### src/rtl/port_irq_ctrl.sv
module port_irq_ctrl #(
  parameter int NCAUSE   = 12,
  parameter int RAW_OFS  = 16,
  parameter int DW       = 32,
  parameter int THR_BASE = 8,
  parameter int NTHR     = 3
) (
  input  logic              clk,
  input  logic              rst_n,
  input  logic [NCAUSE-1:0] evt_i,
  input  logic              cmd_mask_i,
  input  logic              w1c_mode_i,
  input  logic              slot_rd_i,
  input  logic [NTHR-1:0]   cnt_wr_i,
  input  logic              wr_en,
  input  logic [1:0]        wr_sel,
  input  logic [DW-1:0]     wr_data,
  output logic [DW-1:0]     rd_status,
  output logic [NCAUSE-1:0] enables_o,
  output logic              irq_o
);
  localparam logic [1:0] SEL_STAT  = 2'd0;
  localparam logic [1:0] SEL_ENSET = 2'd1;
  localparam logic [1:0] SEL_ENCLR = 2'd2;

  logic [NCAUSE-1:0] st_q, en_q, set_v, clr_v, side_clr, en_set, en_clr, masked;
  logic stat_wr;
  logic unused_bits;

  assign stat_wr = wr_en && (wr_sel == SEL_STAT);
  assign en_set  = (wr_en && wr_sel == SEL_ENSET) ? wr_data[NCAUSE-1:0] : '0;
  assign en_clr  = (wr_en && wr_sel == SEL_ENCLR) ? wr_data[NCAUSE-1:0] : '0;
  assign clr_v   = (stat_wr ? (wr_data[NCAUSE-1:0] | wr_data[RAW_OFS +: NCAUSE]) : '0) | side_clr;

  for (genvar g = 0; g < NCAUSE; g++) begin : g_cause
    if (g == 0) begin : g_cc
      assign set_v[g]    = evt_i[g] && !cmd_mask_i;
      assign side_clr[g] = slot_rd_i && !w1c_mode_i;
    end else if (g >= THR_BASE && g < THR_BASE + NTHR) begin : g_thr
      assign set_v[g]    = evt_i[g];
      assign side_clr[g] = cnt_wr_i[g-THR_BASE];
    end else begin : g_plain
      assign set_v[g]    = evt_i[g];
      assign side_clr[g] = 1'b0;
    end
  end

  always_ff @(posedge clk) begin
    if (!rst_n) begin
      st_q <= '0;
      en_q <= '0;
    end else begin
      st_q <= set_v | (st_q & ~clr_v);
      en_q <= en_set | (en_q & ~en_clr);
    end
  end

  assign masked = st_q & en_q;

  always_comb begin
    rd_status = '0;
    rd_status[NCAUSE-1:0]        = masked;
    rd_status[RAW_OFS +: NCAUSE] = st_q;
  end

  assign enables_o = en_q;
  assign irq_o     = |masked;
  assign unused_bits = ^{wr_data[DW-1:RAW_OFS+NCAUSE], wr_data[RAW_OFS-1:NCAUSE]};
endmodule


### config.mk
export PLATFORM = sky130hd
export DESIGN_NAME = port_irq_ctrl
export DESIGN_NICKNAME = d
export VERILOG_FILES = /design/src/rtl/port_irq_ctrl.sv
export SDC_FILE = /design/constraint.sdc
export NUM_CORES = 1
export LEC_CHECK = 0
export CAP_MARGIN = 15
export CORE_MARGIN = 2
export CORE_UTILIZATION = 29
export DETAILED_ROUTE_END_ITERATION = 12
export PLACE_DENSITY = 0.76
export SLEW_MARGIN = 10
export SYNTH_ARGS = -nofsm -noshare
export SYNTH_HDL_FRONTEND = slang
export SYNTH_SLANG_ARGS = --single-unit
### constraint.sdc
create_clock -name clk -period 1.1 [get_ports clk]
set_input_delay 0.275 -clock clk [delete_from_list [all_inputs] [get_ports clk]]
set_output_delay 0.275 -clock clk [all_outputs]
set_load 0.005 [all_outputs]
==> flow_summary.json <==
{
  "drive_gt1_share_pct": 51.1,
  "setup_violations": 20,
  "dr.pass1.iters": 4,
  "nets": 334,
  "grt_pass1_wl_um": 7440,
  "ioPinCount": 100,
  "dp.cells": 309,
  "grt_pass1_vias": 1542,
  "status": "finished, violations left",
  "yosys-top-cells-area": "dfxtp_1 (40%), a311oi_1 (8.7%), o21ai_0 (7.1%)",
  "cts-root-buf": "clkbuf_8",
  "hold_viol_final": 0,
  "rsz0062_at_grt": "true",
  "seq_area_frac_synth_pct": 39.9,
  "io_buffers": 83,
  "die_y_um": 68.4,
  "cts_buffers": 3,
  "fin_cells": 328,
  "synth_largest_area_cell": "dfxtp_1",
  "yosys_register_bits": 24,
  "core_um2": 4000,
  "crit_required_ps": 820,
  "grtUsageTotal_pct": 21.0,
  "start_util_pct": 30.1,
  "synth_area_um2": 1200,
  "seq_area_um2": 510,
  "multi_input_area_um2": 724,
  "ir_drop_v": 0.000557,
  "die_area_um2": 4680,
  "cp-start-kind": "flop",
  "cts_hold_buf": 0,
  "switching_power_mw": 0.579,
  "path_class": "flop to output port",
  "finalPower_mw": 2.45,
  "antenna_found_initial": 0,
  "routed_wl_um": 5020,
  "hold_slack_ps": 529,
  "fin_util_pct": 69.8,
  "vias": 1633,
  "sequentialPowerShare_pct": 39.4,
  "slew_viol_final": 0,
  "gp_congestion": 0.762,
  "p_comb_share_pct": 28.4,
  "cp-end-kind": "output port",
  "reg2regPathDepth": 5,
  "setup_slack_ps": -547,
  "synthCells": 144,
  "cp_max_fo": 2,
  "drtAntennaViolNets": 0,
  "finalCritPeriodShare_pct": 150,
  "cts_tree": "built",
  "leakage_nw": 1.22,
  "min_path_type": "input port to flop",
  "yosys.cell_types.count": 24,
  "die_w_um": 68.4,
  "clk_pin_slew_ps": 90,
  "period_needed_ps": 1650,
  "clock_path_buffers": 2,
  "grt-ovfl-total": 0,
  "powerDensity_nw_per_um2": 877,
  "critical_path_arrival_ps": 1370,
  "clock-sinks": 24,
  "drc": 0,
  "hpwl_um": 3440,
  "avgSynthCellArea_um2": 8.36,
  "final_area_um2": 2790,
  "p_int_mw": 1.87,
  "place_area_um2": 2340,
  "fmax_mhz": 607,
  "htreeDepth": 1,
  "syn_to_final_growth_pct": 132,
  "hold_depth": 3,
  "grt_max_degree": 16,
  "drt-initial-drc-count": 88,
  "routedWlPerCell_um": 15.3,
  "synth.top_cell.area_share_pct": 39.9,
  "nFillCells": 306,
  "swShare_pct": 23.7,
  "violations": "negative setup slack",
  "max-cap-violations": 0,
  "clkPwrFrac_pct": 32.3,
  "ys_warn_count": 0,
  "antennaDiodeCount": 0,
  "rows": 23,
  "insertion_delay_ps": 260,
  "viasPerCell": 4.98,
  "clock_skew_ps": 0
}
## cell families (layout without fill, tap and decap cells)
family	after synthesis	after routing	synth area share [%]
AND/OR/NAND/NOR	41	42	18.7
buffers and inverters	18	144	9.35
AO/OA/AOI/OAI	60	60	31.7
flip-flops	24	24	39.9
other	1	8	0.312
## metal layers
metal	part of all wire [%]	track usage [%]	vias up
met5	0	0	-
met4	2.0	6.50	0
met3	6.9	4.11	8
met2	53	38.8	64
met1	38	24.0	781
li1	-	-	780
## flip-flops by register name (all words and copies together), names as in the netlist
register,cells
enables_o,12
st_q,12
## layout make-up
class | count | share of cell area (%)
clock buffer | 3 | 1.48
clock inverter | 1 | 1.08
inverter | 2 | 0.269
multi-input combinational | 110 | 26.0
sequential | 24 | 18.3
tap | 50 | 2.24
timing repair buffer | 138 | 50.7
## through the flow
stage	TNS [ps]	setup slack [ps]
2_1_floorplan	-18.6	-18.6
3_3_place_gp	-19160	-734
3_5_place_dp	-20670	-811
4_1_cts	-1840	-496
5_1_grt	-3170	-583
6_report	-2230	-547
## cell usage after synthesis
cell and n:
dfxtp_1 24, o21ai_0 17, nand2_1 16, a21oi_1 12, a311oi_1 12, and2_1 12
buf_4 9, o21a_1 8, o21ai_1 7, nor3b_1 4, a22o_1 3, buf_2 3
clkbuf_1 3, inv_1 2, nor2_1 2, nor4_1 2, a41o_1 1, and2_4 1
buf_6 1, conb_1 1, nand2b_1 1, nand4_1 1, nor2b_1 1, nor3b_2 1
## worst paths after layout
kind | from | endpoint | slack [ps]
min | rst_n | enables_o[0] | 530
min reg2reg | st_q[6] | st_q[6] | 570
max | enables_o[3] | irq_o | -550
max reg2reg | enables_o[3] | enables_o[3] | 70
## power groups by stage
stage          sequential (mW)  clock [mW]  combinational (mW)
4_1_cts                  0.960       0.793               0.650
5_1_grt                  0.968       0.845               0.750
3_5_place_dp             0.964           0               0.581
6_report                 0.963       0.789               0.694
2_1_floorplan            0.975           0               0.164
3_3_place_gp             0.961           0               0.570
## worst max-delay path, stage by stage, from the launching register on
cell     delay [ps]
dfxtp_2         340
and2_4          170
nor4_4          320
nand4_1         130
buf_2           140
## cell usage in the layout (no fill, tap or decap), types with 3 or more instances in the layout
| cell | instances |
|---|---|
| and2_4 | 13 |
| buf_6 | 72 |
| o21ai_1 | 9 |
| a22o_1 | 3 |
| clkbuf_8 | 3 |
| dfxtp_2 | 24 |
| o21a_1 | 8 |
| buf_4 | 19 |
| a311oi_1 | 11 |
| clkdlybuf4s50_1 | 42 |
| a21oi_1 | 12 |
| conb_1 | 8 |
| o21ai_0 | 15 |
| nand2_1 | 16 |
| nor3b_1 | 4 |
## timing repair
item,4_1_cts,5_1_grt
setup endpoints to repair,61,47
pin swaps,14,8
cloned,1,0
endpoints found under the hold margin,0,0
gates resized for setup,256,31
buffers inserted,6,27
Note: power is estimated with default switching activity, not from simulation.
